==> config.mk <==
export PLATFORM = sky130hd
export DESIGN_NAME = potRegBank
export DESIGN_NICKNAME = d
export VERILOG_FILES = /design/src/rtl/potbank_pkg.sv /design/src/rtl/potbank_ctrl.sv /design/src/rtl/potbank_dp.sv /design/src/rtl/potRegBank.sv
export SDC_FILE = /design/constraint.sdc
export NUM_CORES = 1
export LEC_CHECK = 0
export BUFFER_PORTS_ARGS = -buffer_cell sky130_fd_sc_hd__buf_2
export CELL_PAD_IN_SITES_DETAIL_PLACEMENT = 2
export CELL_PAD_IN_SITES_GLOBAL_PLACEMENT = 2
export CORE_MARGIN = 2
export CORE_UTILIZATION = 41
export DETAILED_ROUTE_END_ITERATION = 10
export GPL_TIMING_DRIVEN = 0
export HOLD_SLACK_MARGIN = 0.02
export PLACE_DENSITY = 0.77
export SETUP_SLACK_MARGIN = 0.3
export SYNTH_ARGS = -nofsm -noshare
export SYNTH_HDL_FRONTEND = slang
export SYNTH_SLANG_ARGS = --single-unit
==> constraint.sdc <==
create_clock -name clk -period 5.1 [get_ports clk]
set_input_delay 1.02 -clock clk [delete_from_list [all_inputs] [get_ports clk]]
set_output_delay 1.02 -clock clk [all_outputs]
set_load 0.005 [all_outputs]
==> src/rtl/potbank_pkg.sv <==
package potbank_pkg;

  typedef enum logic [3:0] {
    OP_NOP     = 4'd0,
    OP_RD_WCR  = 4'd1,
    OP_WR_WCR  = 4'd2,
    OP_RD_DR   = 4'd3,
    OP_WR_DR   = 4'd4,
    OP_LD_WCR  = 4'd5,
    OP_ST_DR   = 4'd6,
    OP_GLD_WCR = 4'd7,
    OP_GST_DR  = 4'd8,
    OP_INC     = 4'd9,
    OP_DEC     = 4'd10
  } potOp_t;

  // strobes from control to datapath, at most one action bit set per cycle
  typedef struct packed {
    logic rdWcr;
    logic wrWcr;
    logic rdDr;
    logic wrDr;
    logic ldWcr;
    logic stDr;
    logic allPots;
    logic stepUp;
    logic stepDn;
  } bankStb_t;

endpackage

==> src/rtl/potbank_ctrl.sv <==
module potbank_ctrl
  import potbank_pkg::*;
#(
  parameter int BUSY_CYCLES = 500000
) (
  input  logic       clk,
  input  logic       rstN,
  input  logic       cmdValid,
  input  logic [3:0] cmdOp,
  output bankStb_t   stb,
  output logic       busy
);

  localparam int CNTW = $clog2(BUSY_CYCLES + 1);

  logic [CNTW-1:0] busyCnt;
  logic            accept;
  logic            nvOp;
  potOp_t          op;

  assign op     = potOp_t'(cmdOp);
  assign accept = cmdValid && (busyCnt == '0);
  assign nvOp   = (op == OP_WR_DR) || (op == OP_ST_DR) || (op == OP_GST_DR);
  assign busy   = (busyCnt != '0);

  always_comb begin
    stb         = '0;
    stb.rdWcr   = accept && (op == OP_RD_WCR);
    stb.wrWcr   = accept && (op == OP_WR_WCR);
    stb.rdDr    = accept && (op == OP_RD_DR);
    stb.wrDr    = accept && (op == OP_WR_DR);
    stb.ldWcr   = accept && ((op == OP_LD_WCR) || (op == OP_GLD_WCR));
    stb.stDr    = accept && ((op == OP_ST_DR) || (op == OP_GST_DR));
    stb.allPots = accept && ((op == OP_GLD_WCR) || (op == OP_GST_DR));
    stb.stepUp  = accept && (op == OP_INC);
    stb.stepDn  = accept && (op == OP_DEC);
  end

  always_ff @(posedge clk) begin
    if (!rstN) begin
      busyCnt <= '0;
    end else if (accept && nvOp) begin
      busyCnt <= CNTW'(BUSY_CYCLES);
    end else if (busyCnt != '0) begin
      busyCnt <= busyCnt - CNTW'(1);
    end
  end

endmodule

==> src/rtl/potbank_dp.sv <==
module potbank_dp
  import potbank_pkg::*;
#(
  parameter int NPOT    = 4,
  parameter int NREG    = 4,
  parameter int WIDTH   = 8,
  parameter int TAPBITS = 6,
  parameter logic [NPOT*NREG*WIDTH-1:0] DR_INIT = '0,
  localparam int PB = $clog2(NPOT),
  localparam int RB = $clog2(NREG)
) (
  input  logic                  clk,
  input  logic                  rstN,
  input  bankStb_t              stb,
  input  logic [PB-1:0]         pot,
  input  logic [RB-1:0]         sel,
  input  logic [WIDTH-1:0]      data,
  output logic [WIDTH-1:0]      rdData,
  output logic [NPOT*WIDTH-1:0] wiperBus
);

  logic [NPOT*NREG*WIDTH-1:0] drBus;

  for (genvar c = 0; c < NPOT; c++) begin : g_chan
    logic [WIDTH-1:0]   wcrR;
    logic [WIDTH-1:0]   drR [NREG];
    logic [TAPBITS-1:0] tap;
    logic               selMe;
    logic               hit;

    assign tap   = wcrR[TAPBITS-1:0];
    assign selMe = (pot == PB'(c));
    assign hit   = selMe || stb.allPots;
    assign wiperBus[c*WIDTH +: WIDTH] = wcrR;

    always_ff @(posedge clk) begin
      if (!rstN) begin
        wcrR <= DR_INIT[(c*NREG)*WIDTH +: WIDTH];
      end else if (stb.wrWcr && selMe) begin
        wcrR <= data;
      end else if (stb.ldWcr && hit) begin
        wcrR <= drR[sel];
      end else if (stb.stepUp && selMe && (tap != '1)) begin
        wcrR[TAPBITS-1:0] <= tap + TAPBITS'(1);
      end else if (stb.stepDn && selMe && (tap != '0)) begin
        wcrR[TAPBITS-1:0] <= tap - TAPBITS'(1);
      end
    end

    for (genvar r = 0; r < NREG; r++) begin : g_reg
      assign drBus[(c*NREG+r)*WIDTH +: WIDTH] = drR[r];
      always_ff @(posedge clk) begin
        if (!rstN) begin
          drR[r] <= DR_INIT[(c*NREG+r)*WIDTH +: WIDTH];
        end else if (stb.wrDr && selMe && (sel == RB'(r))) begin
          drR[r] <= data;
        end else if (stb.stDr && hit && (sel == RB'(r))) begin
          drR[r] <= wcrR;
        end
      end
    end
  end

  always_ff @(posedge clk) begin
    if (!rstN) begin
      rdData <= '0;
    end else if (stb.rdWcr) begin
      rdData <= wiperBus[int'(pot)*WIDTH +: WIDTH];
    end else if (stb.rdDr) begin
      rdData <= drBus[(int'(pot)*NREG + int'(sel))*WIDTH +: WIDTH];
    end
  end

endmodule

==> src/rtl/potRegBank.sv <==
module potRegBank
  import potbank_pkg::*;
#(
  parameter int NPOT        = 4,
  parameter int NREG        = 4,
  parameter int WIDTH       = 8,
  parameter int TAPBITS     = 6,
  parameter int BUSY_CYCLES = 500000,
  parameter logic [NPOT*NREG*WIDTH-1:0] DR_INIT =
    128'h33323130_23222120_13121110_03020100
) (
  input  logic                       clk,
  input  logic                       rstN,
  input  logic                       cmdValid,
  input  logic [3:0]                 cmdOp,
  input  logic [$clog2(NPOT)-1:0]    cmdPot,
  input  logic [$clog2(NREG)-1:0]    cmdReg,
  input  logic [WIDTH-1:0]           cmdData,
  output logic [WIDTH-1:0]           rdData,
  output logic                       busy,
  output logic [NPOT*WIDTH-1:0]      wiperBus
);

  bankStb_t stb;

  potbank_ctrl #(.BUSY_CYCLES(BUSY_CYCLES)) u_ctrl (
    .clk      (clk),
    .rstN     (rstN),
    .cmdValid (cmdValid),
    .cmdOp    (cmdOp),
    .stb      (stb),
    .busy     (busy)
  );

  potbank_dp #(
    .NPOT    (NPOT),
    .NREG    (NREG),
    .WIDTH   (WIDTH),
    .TAPBITS (TAPBITS),
    .DR_INIT (DR_INIT)
  ) u_dp (
    .clk      (clk),
    .rstN     (rstN),
    .stb      (stb),
    .pot      (cmdPot),
    .sel      (cmdReg),
    .data     (cmdData),
    .rdData   (rdData),
    .wiperBus (wiperBus)
  );

endmodule

After elaboration in Yosys (flattened, before gate mapping)

Memories as Yosys holds them, arrays and structs flattened.
Cells that the tools add are included.

Add/subtract/negate cells: 10
Equal/unequal tests: 20
Shift-type cells: 2
Multiplexer cells: 169
Bitwise logic cells: 33
Reductions and logical operators: 103

Operators by type and width:

| cell                                                 | count |
|---|---|
| 2-to-1 mux 8 bit                                     | 38 |
| indexed part select 128 x 32 -> 8 bit                | 1 |
| 2-to-1 mux 1 bit                                     | 113 |
| logical AND 1 bit                                    | 75 |
| 2-to-1 mux 6 bit                                     | 12 |
| 2-to-1 mux 19 bit                                    | 2 |
| bitwise OR 1 bit                                     | 32 |
| indexed part select 32 x 6 -> 8 bit                  | 1 |
| adder 6 x 1 -> 6 bit (second input constant)         | 4 |
| inequality test 6 bit (second input constant)        | 4 |
| nonzero test 6 bit                                   | 4 |
| subtractor 6 x 1 -> 6 bit (second input constant)    | 4 |
| zero test 19 bit                                     | 1 |
| nonzero test 19 bit                                  | 1 |
| subtractor 19 x 1 -> 19 bit (second input constant)  | 1 |
| equality test 4 x 3 -> 1 bit (second input constant) | 4 |
| nonzero test 4 bit                                   | 4 |
| equality test 4 bit (second input constant)          | 3 |
| nonzero test 2 bit                                   | 6 |
| logical OR 1 bit                                     | 9 |
| equality test 2 bit (second input constant)          | 4 |
| equality test 4 x 2 -> 1 bit (second input constant) | 2 |
| 2-to-1 mux 2 bit                                     | 4 |
| adder 4 x 2 -> 5 bit                                 | 1 |
| 5 further kinds                                      | 7 |

Register bits after elaboration: 59
Bits in writable memories: 128
Bits of input ports: 19
Word-level logic and storage cells: 352
Memories: 4

Memories:

| memory             | words | width | read ports | clocked after Yosys merged registers in | wr ports | line             | source |
|---|---|---|---|---|---|---|---|
| u_dp.g_chan[0].drR | 4     | 8     | 5          | 0                                       | 4        | potbank_dp.sv:26 | `logic [WIDTH-1:0] drR [NREG];` |
| u_dp.g_chan[1].drR | 4     | 8     | 5          | 0                                       | 4        | potbank_dp.sv:26 |  |
| u_dp.g_chan[2].drR | 4     | 8     | 5          | 0                                       | 4        | potbank_dp.sv:26 |  |
| u_dp.g_chan[3].drR | 4     | 8     | 5          | 0                                       | 4        | potbank_dp.sv:26 |  |

Logic depth before layout (Yosys ltp)

Gate-level depths: netlist of the first run.

Depth in word-level cells: 11
Mapped depth: 15
Gate-level depth less buffers: 13

Hierarchy

From an unflattened synthesis of the first run, not the netlist that was laid out.

Cell total of the unflattened synthesis: 1071
Area total of the unflattened synthesis: 11219.5 um^2

By module, submodules not included:

| module       | instances | cells an instance | area each (um^2) | sequential area each (um^2) |
|---|---|---|---|---|
| potbank_dp   | 1         | 933               | 9998.3           | 4644.5 |
| potbank_ctrl | 1         | 138               | 1221.2           | 380.4 |

Worst setup path before layout of the first run

Ideal clock, no wire load.

Path type: input -> register
From: in cmdOp[2]
To: reg u_dp.g_chan[2].wcrR[5]
Setup time: 0.069 ns
Arrival time: 3.857 ns
Required time: 5.031 ns
Slack: 1.174 ns
Stages: 12
Buffers on the path: 1
Cell sequence: clkbuf_1 -> nor4bb_1 -> o21ai_0 -> nor4_1 -> inv_1 -> ha_1 -> and2_1 -> a311o_1 -> a21oi_1 -> xnor2_1 -> mux2_2 -> o21ai_1

Word-level cells in the longest chain between the ends: 7
Elaborated cells between the ends (all ways): 24
Classes of those cells: eq/ne: 6; mux: 3; reduce/logical: 15

RTL lines:

| what                                                  | line                                   | source |
|---|---|---|
| start: declaration                                    | potRegBank.sv:15                       | `input logic [3:0] cmdOp,` |
| equality test 4 bit (tied with other cells)           | potbank_ctrl.sv:35                     | `stb.stepUp = accept && (op == OP_INC);` |
| logical AND 1 bit or logical OR 1 bit (tied branches) | potbank_ctrl.sv:35, potbank_ctrl.sv:34 |  |
| logical AND 1 bit (on tied branches)                  | potbank_dp.sv:43, potbank_ctrl.sv:34   |  |
| logical AND 1 bit or logical OR 1 bit (tied branches) | potbank_dp.sv:43, potbank_dp.sv:33     |  |
| 2-to-1 mux 6 bit or logical AND 1 bit (tied branches) | potbank_dp.sv:43, potbank_dp.sv:41     |  |
| 2-to-1 mux 6 bit                                      | potbank_dp.sv:41                       | `end else if (stb.ldWcr && hit) begin` |
| 2-to-1 mux 8 bit                                      | potbank_dp.sv:39                       | `end else if (stb.wrWcr && selMe) begin` |
| end signal: assignment                                | potbank_dp.sv:40                       | `wcrR <= data;` |
| end signal: assignment                                | potbank_dp.sv:42                       | `wcrR <= drR[sel];` |
| end signal: indexed assignment                        | potbank_dp.sv:44                       | `wcrR[TAPBITS-1:0] <= tap + TAPBITS'(1);` |
| end: declaration                                      | potbank_dp.sv:25                       | `logic [WIDTH-1:0] wcrR;` |

Parallel ways exist; a longest one is shown, timed or not.
A chain may end at the register's enable or synchronous reset.

Worst setup path after layout of the first run

Same ends and word-level chain as after synthesis.

==> flow_metrics.env, run 1 <==
export IMPL_mostFrequentLayoutCell="edfxtp_1"
export IMPL_post_drt_wl_per_cell_um=33.4
export IMPL_tightest_slew_ps=1450
export IMPL_slew_viol_final=0
export IMPL_grt_overflow=0
export IMPL_fillers=2814
export IMPL_ys_seq_elements=187
export IMPL_grt_pass1_wl_um=73100
export IMPL_max_freq_mhz=217
export IMPL_root_buffer="clkbuf_16"
export IMPL_insertedDiodeCount=0
export IMPL_synth_area_leaders="edfxtp_1 34%, dfxtp_1 10%, mux4_2 9.6%"
export IMPL_final_hold_viol_count=0
export IMPL_ant_nets=0
export IMPL_clock_skew_ps=17.4
export IMPL_synthCells=1061
export IMPL_p_per_area_mw_per_mm2=352
export IMPL_async_flop_share_pct=0
export IMPL_synth_compound_area_share_pct=21.3
export IMPL_setup_viol=0
export IMPL_max_cap_viol_count=0
export IMPL_yosysTopAreaCell="edfxtp_1"
export IMPL_startpoint_type="primary input"
export IMPL_cp_arrival_ps=5000
export IMPL_fin_crit_sh_pct=90.3
export IMPL_synth_edff_count=128
export IMPL_wl_um=49500
export IMPL_ys_seq_area_share_pct=44.5
export IMPL_irDropWorstVdd_v=0.000247
export IMPL_holdPathEnd="u_ctrl.busyCnt[3]"
export IMPL_synthDistinctLibCells=86
export IMPL_ctsResizeCount=0
export IMPL_critPathMaxStageDelay_ps=720
export IMPL_die_y_um=170
export IMPL_layout_min_cycle_time_ps=4600
export IMPL_r2r_start="u_ctrl.busyCnt[0]"
export IMPL_drc=0
export IMPL_slowest_stage="nor4bb_1"
export IMPL_synth_top_family_by_area="compound AO/OA/AOI/OAI gates"
export IMPL_cts_made_buffers=17
export IMPL_final_cell_area_mm2=0.0126
export IMPL_grt_max_degree=23
export IMPL_tns_ps=0
export IMPL_worst_ep_required_time_ps=5500
export IMPL_synthMuxAreaShare_pct=10.7
export IMPL_cts_tree="done"
export IMPL_start_util_pct=41.8
export IMPL_synth_nets=1102
export IMPL_rows=60
export IMPL_layout_drive_gt1_share_pct=17.2
export IMPL_grt_setup_unrepaired="false"
export IMPL_syn_area_mm2=0.0113
export IMPL_crit_chain="buf_2 > clkbuf_1 > nor4bb_1 > o21ai_0 > nor4_1 > inv_1 > ha_1 > and2_1 > a311o_1 > a21oi_1 > xnor2_1 > mux2_2 > o21ai_1"
export IMPL_dp_cells=1452
export IMPL_dr_total_vias=10400
export IMPL_antenna_found_initial=2
export IMPL_synth_ff_type="edfxtp_1"
export IMPL_synth_xor_xnor_area_share_pct=1.94
export IMPL_first_global_vias=10800
export IMPL_cts_setup_buffers=0
export IMPL_netlist_area_leader_share_pct=34.1
export IMPL_r2r_end="u_dp.g_chan[2].drR[3][0]"
export IMPL_core_mm2=0.0270
export IMPL_dieArea_mm2=0.0289
export IMPL_path_class="primary input to register"
export IMPL_postLayoutCoreUtil_pct=46.6
export IMPL_outcome="completed"
export IMPL_avgSynthCellArea_um2=10.6
export IMPL_cts_sinks=187
export IMPL_ctsHoldBuffers=0
export IMPL_fin_nets=1171
export IMPL_holdWs_ps=482
export IMPL_path_max_fanout=10
export IMPL_routabilityCongestion=0.958
export IMPL_firstDrtPassIters=5
export IMPL_synthSimpleGateAreaFrac_pct=15.3
export IMPL_crit_buf_inv=3
export IMPL_relSlewSlack_pct=2.23
export IMPL_dp_slack_ps=107
export IMPL_vias_per_cell=7.00
export IMPL_reg2reg_depth=8
export IMPL_die_width_um=170
export IMPL_clk_latency_ps=470
export IMPL_clk_pin_slew_worst_paths_ps=90
export IMPL_syn_to_final_growth_pct=11.7
export IMPL_clockBufferDepth=2
export IMPL_whs_path_depth=2
export IMPL_final_cell_mix="128 x edfxtp_1, 100 x nand2_1, 81 x nor2_1, 76 x a21oi_1, 65 x buf_2"
export IMPL_drtIter0Drc=1245
export IMPL_finalNonFillerCells=1484
export IMPL_synthAdderAreaFrac_pct=2.71
export IMPL_pin_count=60
export IMPL_ys_warn_count=0
export IMPL_postLayoutSetupSlackWorst_ps=496
export IMPL_io_buffers=49
export IMPL_worstSetupEndpointType="register"
export IMPL_place_hpwl_um=36600
export IMPL_cp_startpoint="cmdOp[2]"
export IMPL_reg2reg_slack_ps=610
export IMPL_p_total_mw=4.44
export IMPL_h_tree_depth=4
export IMPL_min_from="u_ctrl.busyCnt[3]"
export IMPL_p_leak_nw=4.30
export IMPL_dpl_cell_area_mm2=0.0120
export IMPL_crit_family="simple AND/OR/NAND/NOR gates"
export IMPL_min_path_type="register to register"
export IMPL_grt_use_total_pct=35.1
==> worst max path at each step <==
stage | cells past startpoint | end
CTS | 15 | u_dp.g_chan[1].wcrR[5]
floorplan | 12 | u_dp.g_chan[2].wcrR[5]
global placement | 13 | u_dp.g_chan[2].wcrR[5]
finish | 13 | u_dp.g_chan[2].wcrR[5]
global route | 13 | u_dp.g_chan[2].wcrR[5]
detailed placement | 13 | u_dp.g_chan[2].wcrR[5]
==> where the power goes <==
part | internal, mW | leakage [nW] | switching [mW]
Combinational | 0.365 | 2.31 | 0.794
Clock | 0.684 | 0.303 | 0.792
Sequential | 1.71 | 1.69 | 0.0954
==> registers in the layout, summed over array words and instances, names as in the netlist <==
| name | flops |
|---|---|
| u_dp.g_chan.drR | 128 |
| u_dp.g_chan.wcrR | 32 |
| u_ctrl.busyCnt | 19 |
| u_dp.rdData | 8 |
==> worst min-delay path, cell delays in order (launching register included) <==
cell,delay [ps]
dfxtp_1,320
o41ai_1,60
a21oi_1,60
==> final cells by class <==
class,count,area [um2],share of cell area [%]
multi-input combinational,778,5860,46.5
buffer,79,340,2.70
tap,341,427,3.39
inverter,17,63.8,0.506
clock inverter,15,204,1.62
sequential,187,5020,39.9
timing repair buffer,50,253,2.01
clock buffer,17,425,3.38
==> logic make-up after synthesis <==
family | Yosys count
and+or+nand+nor | 337
AOI/OAI and AO/OA | 334
DFF | 187
buffers and inverters | 96
muxes | 60
xor gates and xnor gates | 25
adders and majority gates | 22
==> per-layer routing <==
layer / part of all wire, % / up-vias / wire [um] / GRT usage [%]
met4: 5.1 / 2 / 2520 / 15.8
met1: 39 / 5372 / 19600 / 44.9
met2: 47 / 547 / 23400 / 57.4
met3: 8.1 / 171 / 4030 / 7.56
met5: 0.016 / - / 8 / 0
li1: - / 4292 / - / -
==> synth_stat cells (all sizes together), types with 4 or more instances <==
master / number
fa: 4
o2111a: 5
a21oi: 77
nand2: 101
o21a: 8
a22o: 57
xor2: 10
inv: 17
o21ai: 49
edfxtp: 128
o22ai: 19
a22oi: 19
or3: 5
mux4: 48
a2111oi: 4
and4: 4
nor2: 95
buf: 28
a21o: 17
clkbuf: 51
a221o: 6
nor3: 31
a211o: 4
nand4: 8
dfxtp: 59
mux2i: 11
nor4: 12
a31oi: 11
xnor2: 15
and3: 4
nand2b: 4
a2bb2oi: 5
a211oi: 16
o211a: 4
or2: 5
nor4b: 5
nand3: 36
and2: 5
nor2b: 6
ha: 18
o22a: 6
Note: power is estimated with default switching activity, not from simulation.
==> run 2, diff against run 1 <==
- MAX_ROUTING_LAYER: not set -> met4
==> flow_metrics.env, run 2 (same netlist as run 1, synthesis figures left out) <==
export IMPL_irDropWorstVdd_v=0.000212
export IMPL_dieArea_mm2=0.0289
export IMPL_r2r_start="u_ctrl.busyCnt[0]"
export IMPL_place_hpwl_um=36600
export IMPL_relSlewSlack_pct=15.6
export IMPL_cts_setup_buffers=0
export IMPL_syn_to_final_growth_pct=11.1
export IMPL_cp_arrival_ps=4930
export IMPL_first_global_vias=10600
export IMPL_grt_use_total_pct=36.1
export IMPL_setup_viol=0
export IMPL_post_drt_wl_per_cell_um=33.2
export IMPL_max_cap_viol_count=0
export IMPL_reg2reg_slack_ps=660
export IMPL_crit_family="simple AND/OR/NAND/NOR gates"
export IMPL_postLayoutSetupSlackWorst_ps=556
export IMPL_largest_reg_flops=128
export IMPL_top_register="u_dp.g_chan.drR"
export IMPL_drc=0
export IMPL_power_share_clock_pct=31.2
export IMPL_final_hold_viol_count=0
export IMPL_crit_end="u_dp.g_chan[2].wcrR[5]"
export IMPL_p_int_mw=2.71
export IMPL_clk_pin_slew_worst_paths_ps=80
export IMPL_critPathMaxStageDelay_ps=640
export IMPL_switching_share_pct=36.9
export IMPL_p_per_area_mw_per_mm2=344
export IMPL_grt_max_degree=19
export IMPL_grt_overflow=0
export IMPL_tightest_slew_ps=1250
export IMPL_final_cell_mix="128 x edfxtp_1, 100 x nand2_1, 81 x nor2_1, 76 x a21oi_1, 65 x buf_2"
export IMPL_io_buffers=49
export IMPL_cts_made_buffers=17
export IMPL_startpoint_type="primary input"
export IMPL_worst_ep_required_time_ps=5490
export IMPL_rows=60
export IMPL_outcome="completed"
export IMPL_max_freq_mhz=220
export IMPL_h_tree_depth=4
export IMPL_dr_total_vias=10300
export IMPL_path_max_fanout=10
export IMPL_r2r_end="u_dp.g_chan[1].wcrR[5]"
export IMPL_mostFrequentLayoutCell="edfxtp_1"
export IMPL_routabilityCongestion=0.961
export IMPL_pin_count=60
export IMPL_path_class="primary input to register"
export IMPL_grt_pass1_wl_um=72600
export IMPL_slowest_stage="nor4bb_1"
export IMPL_start_util_pct=41.8
export IMPL_reg2reg_depth=15
export IMPL_root_buffer="clkbuf_16"
export IMPL_crit_chain="buf_2 > clkbuf_1 > nor4bb_1 > o21ai_0 > nor4_1 > inv_1 > ha_1 > and2_1 > a311o_1 > a21oi_1 > xnor2_1 > mux2_2 > o21ai_1"
export IMPL_cts_tree="done"
export IMPL_fin_crit_sh_pct=89.1
export IMPL_cp_startpoint="cmdOp[2]"
export IMPL_whs_path_depth=2
export IMPL_clk_latency_ps=470
export IMPL_clock_skew_ps=19.7
export IMPL_layout_drive_gt1_share_pct=17.2
export IMPL_reg_top3="u_dp.g_chan.drR (128), u_dp.g_chan.wcrR (32), u_ctrl.busyCnt (19)"
export IMPL_min_from="u_ctrl.busyCnt[3]"
export IMPL_layout_min_cycle_time_ps=4540
export IMPL_cts_sinks=187
export IMPL_ant_nets=0
export IMPL_die_width_um=170
export IMPL_min_path_type="register to register"
export IMPL_wl_um=49300
export IMPL_core_mm2=0.0270
export IMPL_clockBufferDepth=2
export IMPL_fillers=2850
export IMPL_antenna_found_initial=0
export IMPL_fin_nets=1171
export IMPL_worstSetupEndpointType="register"
export IMPL_vias_per_cell=6.93
export IMPL_die_y_um=170
export IMPL_insertedDiodeCount=0
export IMPL_grt_setup_unrepaired="false"
export IMPL_crit_buf_inv=3
export IMPL_slew_viol_final=0
export IMPL_critical_path_depth=13
export IMPL_drtIter0Drc=1182
export IMPL_switching_power_mw=1.59
export IMPL_firstDrtPassIters=7
export IMPL_p_leak_nw=4.26
export IMPL_dp_slack_ps=118
export IMPL_combPwrFrac_pct=26.9
export IMPL_tns_ps=0
export IMPL_pwr_share_seq_pct=41.9
-- run 2: cell types whose count changed in the layout (fill, tap and decap cells not counted) --
cell | before | now
clkinv_8 | 5 | 1
inv_12 | 4 | 0
clkinv_4 | 2 | 5
a2111oi_0 | 3 | 1
a2111oi_1 | 0 | 2
clkinvlp_4 | 0 | 2
clkinv_1 | 0 | 1
inv_8 | 2 | 3
nor3_1 | 26 | 25
nor3_2 | 4 | 5
-- run 2: worst min path at each step --
stage	to	slack, ps
4_1_cts	u_ctrl.busyCnt[3]	490
3_3_place_gp	u_ctrl.busyCnt[3]	450
5_1_grt	u_ctrl.busyCnt[3]	520
3_5_place_dp	u_ctrl.busyCnt[3]	480
2_1_floorplan	u_ctrl.busyCnt[3]	440
6_report	u_ctrl.busyCnt[3]	490
-- run 2: through the flow --
stage	utilization [%]	power, mW	cells	instance area [um2]	hold WS, ps
after global routing	46.4	4.44	1483	12500	520
final	46.4	4.31	1483	12500	489
after detailed placement	44.3	2.97	1452	12000	482
after floorplan	-	2.58	1061	11300	438
after CTS	46.3	4.29	1483	12500	491
after global placement	44.2	2.93	1451	12000	452
-- run 2: cell type report --
type | instances | area, um2 | area share (%)
Multi-Input combinational cell | 778 | 5870 | 46.8
Sequential cell | 187 | 5020 | 40.1
Tap cell | 341 | 427 | 3.40
Clock buffer | 17 | 425 | 3.39
Buffer | 79 | 340 | 2.72
Timing Repair Buffer | 50 | 253 | 2.02
Clock inverter | 14 | 130 | 1.04
Inverter | 17 | 63.8 | 0.509
-- run 2: layer usage --
metal	wire length (um)	GRT usage, %	up-vias
met5	0	-	-
met4	2280	16.6	0
met2	23300	57.4	528
li1	-	-	4284
met1	19400	44.9	5302
met3	4310	6.88	158
-- run 2: tightest hold or removal path, stage by stage (launching register included) --
cell and delay, ps:
dfxtp_1 310, o41ai_1 70, a21oi_1 60
-- run 2: what timing repair did --
action,in CTS,in global routing
hold buffers,0,0
endpoints found under the setup margin,0,18
gates resized for setup,0,4
-- run 2: power by group through the flow --
stage                     clock, mW  combinational, mW  sequential [mW]
final                          1.34               1.16             1.80
after global routing           1.38               1.25             1.82
after CTS                      1.34               1.14             1.80
after detailed placement          0               1.13             1.83
after global placement            0               1.10             1.83
after floorplan                   0              0.775             1.80
==> run 3, diff against run 2 <==
- CORE_UTILIZATION: 41 -> 43
- CTS_BUF_LIST: not set -> sky130_fd_sc_hd__clkbuf_8
- PLACE_DENSITY: 0.77 -> 0.8
==> flow_metrics.env, run 3 (same netlist as run 1, synthesis figures left out) <==
export IMPL_outcome="completed"
export IMPL_grt_overflow=0
export IMPL_clock_skew_ps=19.3
export IMPL_grt_pass1_wl_um=74400
export IMPL_first_global_vias=11000
export IMPL_r2r_start="u_ctrl.busyCnt[0]"
export IMPL_drtIter0Drc=1099
export IMPL_path_max_fanout=10
export IMPL_h_tree_depth=4
export IMPL_cts_sinks=187
export IMPL_cts_made_buffers=17
export IMPL_grt_setup_unrepaired="false"
export IMPL_io_buffers=49
export IMPL_grt_use_total_pct=37.6
export IMPL_slew_viol_final=0
export IMPL_place_hpwl_um=36400
export IMPL_core_mm2=0.0259
export IMPL_tightest_slew_ps=1380
export IMPL_antenna_found_initial=3
export IMPL_worstSetupEndpointType="register"
export IMPL_worst_ep_required_time_ps=5540
export IMPL_die_y_um=166
export IMPL_tns_ps=0
export IMPL_mostFrequentLayoutCell="edfxtp_1"
export IMPL_path_class="register to register"
export IMPL_relSlewSlack_pct=7.28
export IMPL_firstDrtPassIters=8
export IMPL_crit_family="compound AO/OA/AOI/OAI gates"
export IMPL_layout_drive_gt1_share_pct=17.4
export IMPL_post_drt_wl_per_cell_um=33.8
export IMPL_cp_startpoint="u_ctrl.busyCnt[0]"
export IMPL_p_per_area_mw_per_mm2=328
export IMPL_final_cell_area_mm2=0.0124
export IMPL_root_buffer="clkbuf_8"
export IMPL_max_freq_mhz=225
export IMPL_postLayoutCoreUtil_pct=47.9
export IMPL_final_hold_viol_count=0
export IMPL_clk_pin_slew_worst_paths_ps=120
export IMPL_wl_um=49900
export IMPL_dr_total_vias=10400
export IMPL_cp_arrival_ps=4880
export IMPL_ant_nets=0
export IMPL_crit_end="u_dp.g_chan[1].wcrR[5]"
export IMPL_drc=0
export IMPL_reg_top3="u_dp.g_chan.drR (128), u_dp.g_chan.wcrR (32), u_ctrl.busyCnt (19)"
export IMPL_clk_latency_ps=520
export IMPL_dieArea_mm2=0.0276
export IMPL_fillers=2686
export IMPL_startpoint_type="register"
export IMPL_crit_buf_inv=3
export IMPL_die_width_um=166
export IMPL_grt_max_degree=23
export IMPL_clockBufferDepth=2
export IMPL_p_leak_nw=4.21
export IMPL_layout_min_cycle_time_ps=4440
export IMPL_reg2reg_slack_ps=660
export IMPL_vias_per_cell=7.06
export IMPL_final_cell_mix="128 x edfxtp_1, 100 x nand2_1, 81 x nor2_1, 76 x a21oi_1, 66 x buf_2"
export IMPL_cts_tree="done"
export IMPL_syn_to_final_growth_pct=9.91
export IMPL_start_util_pct=43.6
export IMPL_slowest_stage="a2111oi_0"
export IMPL_r2r_end="u_dp.g_chan[1].wcrR[5]"
export IMPL_p_total_mw=4.07
export IMPL_min_path_type="register to register"
export IMPL_largest_reg_flops=128
export IMPL_pin_count=60
export IMPL_critPathMaxStageDelay_ps=440
export IMPL_max_cap_viol_count=0
export IMPL_crit_chain="inv_1 > ha_1 > nor4b_2 > nand4_1 > buf_2 > clkbuf_1 > nor3_1 > nand2_1 > ha_1 > a211o_1 > a2111oi_0 > a311oi_1 > a2111oi_0 > o211ai_1 > a21oi_1"
export IMPL_routabilityCongestion=0.964
export IMPL_critical_path_depth=15
export IMPL_reg2reg_depth=15
export IMPL_insertedDiodeCount=0
export IMPL_fin_nets=1172
export IMPL_fin_crit_sh_pct=87.0
export IMPL_cts_setup_buffers=0
export IMPL_rows=59
export IMPL_dpl_cell_area_mm2=0.0120
export IMPL_top_register="u_dp.g_chan.drR"
export IMPL_irDropWorstVdd_v=0.000261
export IMPL_setup_viol=0
==> run 3: per-layer routing <==
layer  up-vias  GRT usage, %  routed length, um
met5         -             -                  0
met3       171          9.80               4990
met4         0          18.0               2500
met2       621          58.9              23600
li1       4288             -                  -
met1      5355          45.4              18800
==> run 3: where the power goes <==
group / internal (mW) / leakage, nW / switching, mW
Sequential: 1.71 / 1.69 / 0.0925
Clock: 0.388 / 0.210 / 0.727
Combinational: 0.365 / 2.31 / 0.786
==> run 3: what timing repair did <==
action	4_1_cts	5_1_grt
hold endpoints to repair	0	0
hold buffers	0	0
setup endpoints to repair	0	2
gates resized for setup	0	2
==> run 3: through the flow <==
stage               std cells  setup WS [ps]  hold slack, ps
floorplan                1061           1170             438
global placement         1445            122             450
detailed placement       1446           96.4             462
CTS                      1478            552             480
global route             1479            347             511
finish                   1479            664             479
==> run 3: how the worst min path moves through the flow <==
| stage | start | endpoint | slack (ps) | depth (start not counted) |
|---|---|---|---|---|
| 3_3_place_gp | u_ctrl.busyCnt[3] | u_ctrl.busyCnt[3] | 450 | 2 |
| 4_1_cts | u_ctrl.busyCnt[3] | u_ctrl.busyCnt[3] | 480 | 2 |
| 6_report | u_ctrl.busyCnt[3] | u_ctrl.busyCnt[3] | 480 | 2 |
| 5_1_grt | u_ctrl.busyCnt[3] | u_ctrl.busyCnt[3] | 510 | 2 |
| 2_1_floorplan | u_ctrl.busyCnt[3] | u_ctrl.busyCnt[3] | 440 | 2 |
| 3_5_place_dp | u_ctrl.busyCnt[3] | u_ctrl.busyCnt[3] | 460 | 2 |
==> run 3: layout make-up <==
type / count / area [um2] / area share (%)
tap: 335 / 419 / 3.38
timing repair buffer: 51 / 258 / 2.08
inverter: 17 / 63.8 / 0.514
clock inverter: 15 / 195 / 1.57
buffer: 79 / 340 / 2.74
clock buffer: 17 / 234 / 1.89
multi-input combinational: 778 / 5870 / 47.3
sequential: 187 / 5020 / 40.5
==> run 3: tightest hold or removal path: stages (launching register included) <==
cell     delay, ps
dfxtp_1        340
o41ai_1         60
a21oi_1         50
